--- src/rtl/err_rot_pkg.sv ---
package err_rot_pkg;
  localparam int unsigned DEF_LINES = 8;
  localparam int unsigned DEF_CNT_W = 16;

  typedef enum logic [1:0] {
    CNT_ACT_HOLD    = 2'd0,
    CNT_ACT_INC     = 2'd1,
    CNT_ACT_RESTART = 2'd2,
    CNT_ACT_ZERO    = 2'd3
  } cnt_act_e;
endpackage

--- src/rtl/err_line_mux.sv ---
module err_line_mux #(
  parameter int unsigned NUM_LINES = 8,
  localparam int unsigned IDX_W = $clog2(NUM_LINES),
  localparam int unsigned PAD_N = 1 << IDX_W
) (
  input  logic [NUM_LINES-1:0] err_i,
  input  logic [IDX_W-1:0]     sel_i,
  output logic                 bit_o
);
  logic [PAD_N-1:0] padded;

  generate
    if (PAD_N == NUM_LINES) begin : g_exact
      assign padded = err_i;
    end else begin : g_pad
      assign padded = {{(PAD_N-NUM_LINES){1'b0}}, err_i};
    end
  endgenerate

  assign bit_o = padded[sel_i];
endmodule

--- src/rtl/line_rotator.sv ---
module line_rotator #(
  parameter int unsigned NUM_LINES = 8,
  localparam int unsigned IDX_W = $clog2(NUM_LINES)
) (
  input  logic             clk,
  input  logic             rst_n,
  input  logic             clr_i,
  input  logic             adv_i,
  output logic [IDX_W-1:0] sel_o,
  output logic [IDX_W-1:0] next_sel_o
);
  localparam logic [IDX_W-1:0] LAST = IDX_W'(NUM_LINES - 1);

  logic [IDX_W-1:0] sel_q, sel_d;

  always_comb begin
    next_sel_o = (sel_q == LAST) ? '0 : sel_q + IDX_W'(1);
    sel_d      = sel_q;
    if (clr_i)      sel_d = '0;
    else if (adv_i) sel_d = next_sel_o;
  end

  always_ff @(posedge clk or negedge rst_n) begin
    if (!rst_n) sel_q <= '0;
    else        sel_q <= sel_d;
  end

  assign sel_o = sel_q;

  AST_SEL_RANGE: assert property (@(posedge clk) disable iff (!rst_n)
    sel_q <= LAST);
  AST_SEL_STEP: assert property (@(posedge clk) disable iff (!rst_n)
    (adv_i && !clr_i) |=> (sel_q == (($past(sel_q) == LAST) ? '0 : $past(sel_q) + IDX_W'(1))));
  AST_SEL_STILL: assert property (@(posedge clk) disable iff (!rst_n)
    (!adv_i && !clr_i) |=> $stable(sel_q));
endmodule

--- src/rtl/sat_counter.sv ---
module sat_counter
  import err_rot_pkg::*;
#(
  parameter int unsigned CNT_W = 16
) (
  input  logic             clk,
  input  logic             rst_n,
  input  logic             zero_i,
  input  logic             restart_i,
  input  logic             first_i,
  input  logic             inc_i,
  output logic [CNT_W-1:0] cnt_o
);
  localparam logic [CNT_W-1:0] CNT_MAX = '1;

  logic [CNT_W-1:0] cnt_q, cnt_d;
  cnt_act_e         act;

  always_comb begin
    if (zero_i)                          act = CNT_ACT_ZERO;
    else if (restart_i)                  act = CNT_ACT_RESTART;
    else if (inc_i && (cnt_q != CNT_MAX)) act = CNT_ACT_INC;
    else                                 act = CNT_ACT_HOLD;
  end

  always_comb begin
    unique case (act)
      CNT_ACT_ZERO:    cnt_d = '0;
      CNT_ACT_RESTART: cnt_d = {{(CNT_W-1){1'b0}}, first_i};
      CNT_ACT_INC:     cnt_d = cnt_q + CNT_W'(1);
      default:         cnt_d = cnt_q;
    endcase
  end

  always_ff @(posedge clk or negedge rst_n) begin
    if (!rst_n) cnt_q <= '0;
    else        cnt_q <= cnt_d;
  end

  assign cnt_o = cnt_q;

  AST_NO_OVERFLOW: assert property (@(posedge clk) disable iff (!rst_n)
    (cnt_q == CNT_MAX && !zero_i && !restart_i) |=> (cnt_q == CNT_MAX));
  AST_IDLE_STABLE: assert property (@(posedge clk) disable iff (!rst_n)
    (!inc_i && !zero_i && !restart_i) |=> $stable(cnt_q));
  AST_RESTART_VAL: assert property (@(posedge clk) disable iff (!rst_n)
    (restart_i && !zero_i) |=> (cnt_q <= CNT_W'(1)));
endmodule

--- src/rtl/hold_reg.sv ---
module hold_reg #(
  parameter int unsigned CNT_W = 16,
  parameter int unsigned IDX_W = 3
) (
  input  logic             clk,
  input  logic             rst_n,
  input  logic             clr_i,
  input  logic             cap_i,
  input  logic [CNT_W-1:0] cnt_i,
  input  logic [IDX_W-1:0] idx_i,
  output logic [CNT_W-1:0] cnt_o,
  output logic [IDX_W-1:0] idx_o
);
  logic [CNT_W-1:0] cnt_q, cnt_d;
  logic [IDX_W-1:0] idx_q, idx_d;

  always_comb begin
    cnt_d = cnt_q;
    idx_d = idx_q;
    if (clr_i) begin
      cnt_d = '0;
      idx_d = '0;
    end else if (cap_i) begin
      cnt_d = cnt_i;
      idx_d = idx_i;
    end
  end

  always_ff @(posedge clk or negedge rst_n) begin
    if (!rst_n) begin
      cnt_q <= '0;
      idx_q <= '0;
    end else begin
      cnt_q <= cnt_d;
      idx_q <= idx_d;
    end
  end

  assign cnt_o = cnt_q;
  assign idx_o = idx_q;

  AST_HOLD_KEEP: assert property (@(posedge clk) disable iff (!rst_n)
    (!cap_i && !clr_i) |=> ($stable(cnt_q) && $stable(idx_q)));
endmodule

--- src/rtl/err_line_rotator.sv ---
module err_line_rotator
  import err_rot_pkg::*;
#(
  parameter int unsigned NUM_LINES = DEF_LINES,
  parameter int unsigned CNT_W = DEF_CNT_W,
  localparam int unsigned IDX_W = $clog2(NUM_LINES)
) (
  input  logic                 clk,
  input  logic                 rst_n,
  input  logic                 clr_i,
  input  logic                 pulse_mode_i,
  input  logic                 frame_i,
  input  logic [NUM_LINES-1:0] err_i,
  output logic [IDX_W-1:0]     cur_line_o,
  output logic [CNT_W-1:0]     hold_cnt_o,
  output logic [IDX_W-1:0]     hold_line_o
);
  logic [IDX_W-1:0] sel, next_sel;
  logic             cur_bit, next_bit;
  logic             boundary;
  logic [CNT_W-1:0] run_cnt;

  assign boundary = frame_i && !clr_i;

  line_rotator #(.NUM_LINES(NUM_LINES)) u_rot (
    .clk(clk), .rst_n(rst_n), .clr_i(clr_i), .adv_i(boundary),
    .sel_o(sel), .next_sel_o(next_sel)
  );

  err_line_mux #(.NUM_LINES(NUM_LINES)) u_mux_cur (
    .err_i(err_i), .sel_i(sel), .bit_o(cur_bit)
  );

  err_line_mux #(.NUM_LINES(NUM_LINES)) u_mux_next (
    .err_i(err_i), .sel_i(next_sel), .bit_o(next_bit)
  );

  sat_counter #(.CNT_W(CNT_W)) u_cnt (
    .clk(clk), .rst_n(rst_n), .zero_i(clr_i), .restart_i(boundary),
    .first_i(next_bit && pulse_mode_i), .inc_i(cur_bit && pulse_mode_i),
    .cnt_o(run_cnt)
  );

  hold_reg #(.CNT_W(CNT_W), .IDX_W(IDX_W)) u_hold (
    .clk(clk), .rst_n(rst_n), .clr_i(clr_i), .cap_i(boundary),
    .cnt_i(run_cnt), .idx_i(sel), .cnt_o(hold_cnt_o), .idx_o(hold_line_o)
  );

  assign cur_line_o = sel;

  AST_SNAP_COUNT: assert property (@(posedge clk) disable iff (!rst_n)
    boundary |=> (hold_cnt_o == $past(run_cnt)));
  AST_SNAP_LINE: assert property (@(posedge clk) disable iff (!rst_n)
    boundary |=> (hold_line_o == $past(cur_line_o)));
  AST_CLEAR_ALL: assert property (@(posedge clk) disable iff (!rst_n)
    clr_i |=> (run_cnt == '0 && hold_cnt_o == '0 && hold_line_o == '0 && cur_line_o == '0));
  AST_LATCHED_NO_COUNT: assert property (@(posedge clk) disable iff (!rst_n)
    (!pulse_mode_i && !clr_i && !frame_i) |=> $stable(run_cnt));
  AST_EDGE_CREDIT: assert property (@(posedge clk) disable iff (!rst_n)
    boundary |=> (run_cnt == CNT_W'($past(next_bit && pulse_mode_i))));
endmodule

--- config.mk ---
export PLATFORM = sky130hd
export DESIGN_NAME = err_line_rotator
export DESIGN_NICKNAME = d
export VERILOG_FILES = /design/src/rtl/err_rot_pkg.sv /design/src/rtl/err_line_mux.sv /design/src/rtl/line_rotator.sv /design/src/rtl/sat_counter.sv /design/src/rtl/hold_reg.sv /design/src/rtl/err_line_rotator.sv
export SDC_FILE = /design/constraint.sdc
export NUM_CORES = 1
export LEC_CHECK = 0
export BUFFER_PORTS_ARGS = -buffer_cell sky130_fd_sc_hd__buf_2
export CAP_MARGIN = 20
export CORE_MARGIN = 5
export CORE_UTILIZATION = 50
export CTS_CLUSTER_DIAMETER = 200
export DETAILED_ROUTE_END_ITERATION = 6
export GPL_TIMING_DRIVEN = 0
export PLACE_DENSITY = 0.72
export RECOVER_POWER = 25
export SYNTH_ARGS = -nofsm -noshare
export SYNTH_HDL_FRONTEND = slang
export SYNTH_SLANG_ARGS = --single-unit
--- constraint.sdc ---
create_clock -name clk -period 2 [get_ports clk]
set_input_delay 0.4 -clock clk [delete_from_list [all_inputs] [get_ports clk]]
set_output_delay 0.4 -clock clk [all_outputs]
set_load 0.02 [all_outputs]
==> Yosys cells after proc, flatten, opt, wreduce, memory -nomap -nowiden <==
Index checks and enable logic that the tools add are counted.
{ "totals": {"register_bits": 38, "inputBits": 13, "output_inout_bits": 22, "elab_cells": 35} }
{ "op_classes": {"add_sub_neg": 2, "n_lt_le_gt_ge": 2, "eq_ne": 5, "n_mux": 15, "reduce_logical": 7} }
{ "op_table": {"columns": ["op", "n"], "rows": [
  ["$pmux W16 S3", 1],
  ["$mux W16", 2],
  ["$add A16 B1 Y16 const B", 1],
  ["$ne A16 B16 Y1 const B", 1],
  ["$mux W3", 5],
  ["$lt A3 B4 Y1 const B", 2],
  ["$bmux W1 S3", 2],
  ["$eq A2 B2 Y1 const B", 2],
  ["$logic_and A1 B1 Y1", 4],
  ["$mux W2", 2],
  ["$add A3 B1 Y3 const B", 1],
  ["$eq A3 B3 Y1 const B", 1],
  ["$mux W1", 3],
  ["$reduce_bool A3 Y1", 1],
  ["$eq A2 B1 Y1 const B", 1],
  ["$reduce_bool A2 Y1", 1],
  ["$logic_not A1 Y1", 1]
]} }

==> Depth between registers and ports, before layout <==
{ "logic_depth": {"word_depth": 9, "depth_mapped": 7, "ltp_nobuf": 6} }

==> Cells and area by module <==
Synthesis repeated with hierarchy kept, for this count alone.
{ "unflattened": {"cells_unflattened": 190, "hier_area_um2": 2039.5} }
{ "modules_own_cells": {"columns": ["mod", "instances", "cells_each", "area_each_um2", "seq_area_each_um2"], "rows": [
  ["sat_counter", 1, 107, 952.2, 400.4],
  ["hold_reg", 1, 61, 778.2, 475.5],
  ["line_rotator", 1, 13, 155.1, 75.1],
  ["err_line_mux", 2, 3, 63.8, 0.0],
  ["err_line_rotator", 1, 3, 26.3, 0.0]
]} }

==> Worst setup path before layout <==
OpenSTA, ideal clock, no wires.
{ "synth_timing": {"kind": "register to register", "from": "register u_rot.sel_q[1], in the netlist u_rot.sel_o[1]", "to": "register u_cnt.cnt_q[11], in the netlist u_cnt.cnt_o[11]", "setup_time_ns": 0.078, "arrival_ns": 2.049, "t_required_ns": 1.922, "setup_slack_ns": -0.127, "path_stages_with_launch": 8, "n_path_buf": 2, "period_less_slack_ns": 2.127, "cell_sequence": "dfrtp_1 > buf_6 > mux2i_1 > a311o_1 > o41a_1 > buf_6 > or3_1 > a21oi_1"} }
{ "synth_via": {"elab_chain_cells": 9, "elab_cells_between_ends": 12, "classes_between": "eq/ne (3); mux (6); reduce/logical (3)"} }
{ "synth_lines": {"columns": ["item", "line_no", "text"], "rows": [
  ["from (decl)", "line_rotator.sv:14", "logic [IDX_W-1:0] sel_q, sel_d;"],
  ["from (signal assigned)", "line_rotator.sv:25", "else sel_q <= sel_d;"],
  ["$bmux W1 S3 *", "err_line_mux.sv:20", "assign bit_o = padded[sel_i];"],
  ["$mux W1 (implied by the code) *", "err_line_mux.sv:20", null],
  ["$logic_and A1 B1 Y1 *", "err_line_rotator.sv:40", ".first_i(next_bit && pulse_mode_i), .inc_i(cur_bit && pulse_mode_i),"],
  ["$logic_and A1 B1 Y1 *", "sat_counter.sv:22", "else if (inc_i && (cnt_q != CNT_MAX)) act = CNT_ACT_INC;"],
  ["$mux W1 *", "sat_counter.sv:22", null],
  ["$mux W2 *", "sat_counter.sv:21", "else if (restart_i) act = CNT_ACT_RESTART;"],
  ["$mux W2 *", "sat_counter.sv:20", "if (zero_i) act = CNT_ACT_ZERO;"],
  ["$eq A2 B1 Y1 or $eq A2 B2 Y1 (tied branches)", "sat_counter.sv:27", "unique case (act)"],
  ["$pmux W16 S3 or $reduce_bool A3 Y1 (tied branches)", null, null],
  ["to (signal assigned)", "sat_counter.sv:37", "else cnt_q <= cnt_d;"],
  ["to (decl)", "sat_counter.sv:16", "logic [CNT_W-1:0] cnt_q, cnt_d;"]
]} }
Mark *: on every way between the ends. The rest lies on a longest branch, timed or not. The select of a mux whose other input is x is not followed.
A chain may end at the register's enable or synchronous reset.

==> Worst setup path after layout <==
{ "layout_timing": {"from": "register u_rot.sel_q[1], in the netlist u_rot.sel_o[1]", "to": "register u_cnt.cnt_q[15], in the netlist u_cnt.cnt_o[15]"} }
The elaborated chain is that of the path after synthesis.

==> summary.md <==
| Metric | Value |
|---|---|
| Status | finished, violations left |
| Failing checks | negative setup slack |
| Mean area per synthesized cell | 10.4 sq um |
| Final Power | 1.53 mW |
| Yosys cell types | 41 |
| Final period utilization | 108% |
| Peak supply drop | 0.000455 V |
| Tmin final | 2.16 ns |
| Cell leakage power | 1.20 nW |
| CP arrival | 2.38 ns |
| I/O pins | 35 |
| Achievable Freq | 462 MHz |
| Maxcap violations | 0 |
| Synth Net Count | 207 |
| Site Rows | 23 |
| Layout area overhead | 29.6% |
| Die height | 73 um |
| Nets | 264 |
| Share of layout cells above drive strength 1 | 39.4% |
| DR pass1 iterations | 4 |
| Gpl congestion | 0.789 |
| CTS Root Cell | clkbuf_8 |
| Clock skew | 0.00706 ns |
| Total grt overflow | 0 |
| Drt first-iter violations | 81 |
| Worst-Skew Late Latency | 0.29 ns |
| Worst Path Required | 2.22 ns |
| Max FO, Critical Path | 6 |
| Largest net degree at the start of global routing | 39 |
| Clk slew on worst S/H paths | 0.07 ns |
| Cell Area, Synth | 1980 sq um |
| Max-slew violation count | 0 |
| Max_slew headroom | 39.5% |
| Htree depth | 2 |
| Sw frac | 24.7% |
| Die area | 5330 sq um |
| # setup viols final | 13 |
| Most frequent cells in the layout | dfrtp_1 (33), buf_2 (32), mux2i_1 (25) |
| Post-synth EDFFs | 0 |
| Startpoint type of the worst setup path | flip-flop |
| Initial core utilization | 50.7% |
| Crit. End Element | flip-flop |
| Power share of the sequential group | 51.0% |
| Seq/Total Area, Yosys | 47.9% |
| Internal | 1.16 mW |
| DRT antenna net count | 0 |
| Port Buf Inserts | 33 |
| Top cell by count, worst path | buf_6 |
| Net Switching | 0.380 mW |
| Critical path buffers and inverters | 2 |
| Diode count | 0 |
| Via density | 5.71 |
| Endpoints failing hold | 0 |
| Clock share of power | 34.8% |
| Die W | 73 um |
| R2r setup slk | -0.16 ns |
| Top_reg_cell synth | dfrtp_1 |
| Cell Pwr Density | 597 nW/um^2 |
| Clock sink count | 38 |
| First-pass GRT wire length | 7870 um |
| Worst-path cell chain | buf_6 > mux2i_1 > a311o_1 > o41a_1 > buf_6 > or3_1 > a21oi_2 |
| Fillcell total | 326 |
| Kind of cell adding the most delay to the critical path | compound AO/OA/AOI/OAI gates |
| Hold_ws | 0.226 ns |
| CTS tree | built |
| Max incr delay on CP | 0.48 ns |
| GRT Total Usage | 19.2% |
| Yosys warning total | 0 |
| Logic pwr share | 14.3% |
| Worst Hold Class | in -> async |
| Vias in the first global route | 1,692 |
| Cts hold-fix bufs | 0 |
| Via count | 1,707 |
| Worst-Margin Slew | 0.907 ns |
| Core Util, Final | 65.7% |
| CTS Buf Count | 5 |
| Crit Path Class | reg -> reg |
| Core area | 3910 sq um |
| Drc violations | 0 |
| WL per Instance | 16.0 um |
| Crit-path slowest cell | o41a_1 |
| RSZ-0062 raised after global routing | true |
| WL final | 4770 um |
| Commonest non-fill, non-tap cell in the layout | dfrtp_1 |
| Synth async-reset ratio | 100% |
| Worst setup margin | -0.163 ns |
| Post-DP HPWL | 3070 um |
| Clock Path Buffers | 2 |
| Yosys reg bits | 38 |
| Cells after Synth | 191 |
| Initial antenna violation count | 0 |
cell type report:
class	instances	area, sq um	area share (%)
Multi-Input combinational cell	136	1050	40.9
Buffer	11	83.8	3.26
Inverter	5	18.8	0.730
Clock buffer	7	86.3	3.36
Timing Repair Buffer	51	308	12.0
Sequential cell	38	957	37.2
Clock inverter	1	5.00	0.195
Tap cell	50	62.6	2.43
registers in the layout, indices dropped and copies added (netlist names):
signal	count
u_hold.idx_o	3
u_rot.sel_o	3
u_hold.cnt_o	16
u_cnt.cnt_o	16
final timing paths:
check / startpoint / endpoint / cells past startpoint
max: u_rot.sel_o[1]$_DFFE_PN0P_ / u_cnt.cnt_o[15]$_DFFE_PN0P_ / 7
max reg2reg: u_rot.sel_o[1]$_DFFE_PN0P_ / u_cnt.cnt_o[15]$_DFFE_PN0P_ / 7
min in group clk: clr_i / u_rot.sel_o[0]$_DFFE_PN0P_ / 2
max in group asynchronous: rst_n / u_cnt.cnt_o[9]$_DFFE_PN0P_ / 1
min reg2reg: u_hold.cnt_o[6]$_DFFE_PN0P_ / u_hold.cnt_o[6]$_DFFE_PN0P_ / 2
min: rst_n / u_hold.cnt_o[15]$_DFFE_PN0P_ / 1
synthesized netlist by cell type, types with 2 or more instances:
library cell	n	share of area, %
a21oi_1	16	4.0
and4_2	3	1.5
buf_4	2	0.76
buf_6	2	1.1
clkbuf_1	4	0.76
dfrtp_1	38	48
ha_1	3	1.9
inv_1	5	0.95
mux2i_1	25	13
mux4_2	2	2.3
nand2_1	9	1.7
nand3_1	5	1.3
nand4_1	3	0.95
nor2_1	25	4.7
o21ai_0	10	2.5
o31ai_1	3	1.1
or3_1	9	2.8
or4_1	4	1.5
per-layer routing:
metal	global-route usage, %	routed length (um)	part of all wire (%)
met5	0	0	0
met3	3.99	243	5.1
met1	26.0	1960	41
met2	29.4	2430	51
met4	8.61	135	2.8
timing repair:
action / in CTS / in global routing
pin swaps: 7 / 8
buffers inserted: 16 / 1
setup endpoints to repair: 16 / 16
resized for setup: 12 / 22
gates cloned: 1 / 0
metrics by stage:
stage	area [sq um]	std cells	setup TNS (ns)	setup WS, ns
6_report	2570	299	-1.45	-0.163
5_1_grt	2570	299	-2.71	-0.263
4_1_cts	2480	298	-0.896	-0.0957
3_5_place_dp	2230	274	-2.35	-0.216
3_3_place_gp	2230	274	-1.95	-0.193
2_1_floorplan	2000	191	-0.183	-0.0503
kinds of logic after synthesis:
kind of cell,count (synthesis),share of synthesized area (%)
AND/OR/NAND/NOR,69,18.8
flip-flops,38,47.9
buffers and inverters,17,5.23
multiplexers,28,15.4
AO/OA/AOI/OAI,35,10.3
adder cells (fa/ha/maj),3,1.89
XOR/XNOR,1,0.441
power groups by stage:
| stage | registers (mW) | logic (mW) | clock network, mW |
|---|---|---|---|
| finish | 0.782 | 0.219 | 0.533 |
| global route | 0.783 | 0.238 | 0.586 |
| CTS | 0.782 | 0.201 | 0.554 |
| detailed placement | 0.800 | 0.172 | 0 |
| global placement | 0.799 | 0.170 | 0 |
| floorplan | 0.805 | 0.107 | 0 |
No activity file was read; power rests on OpenSTA's default activity.
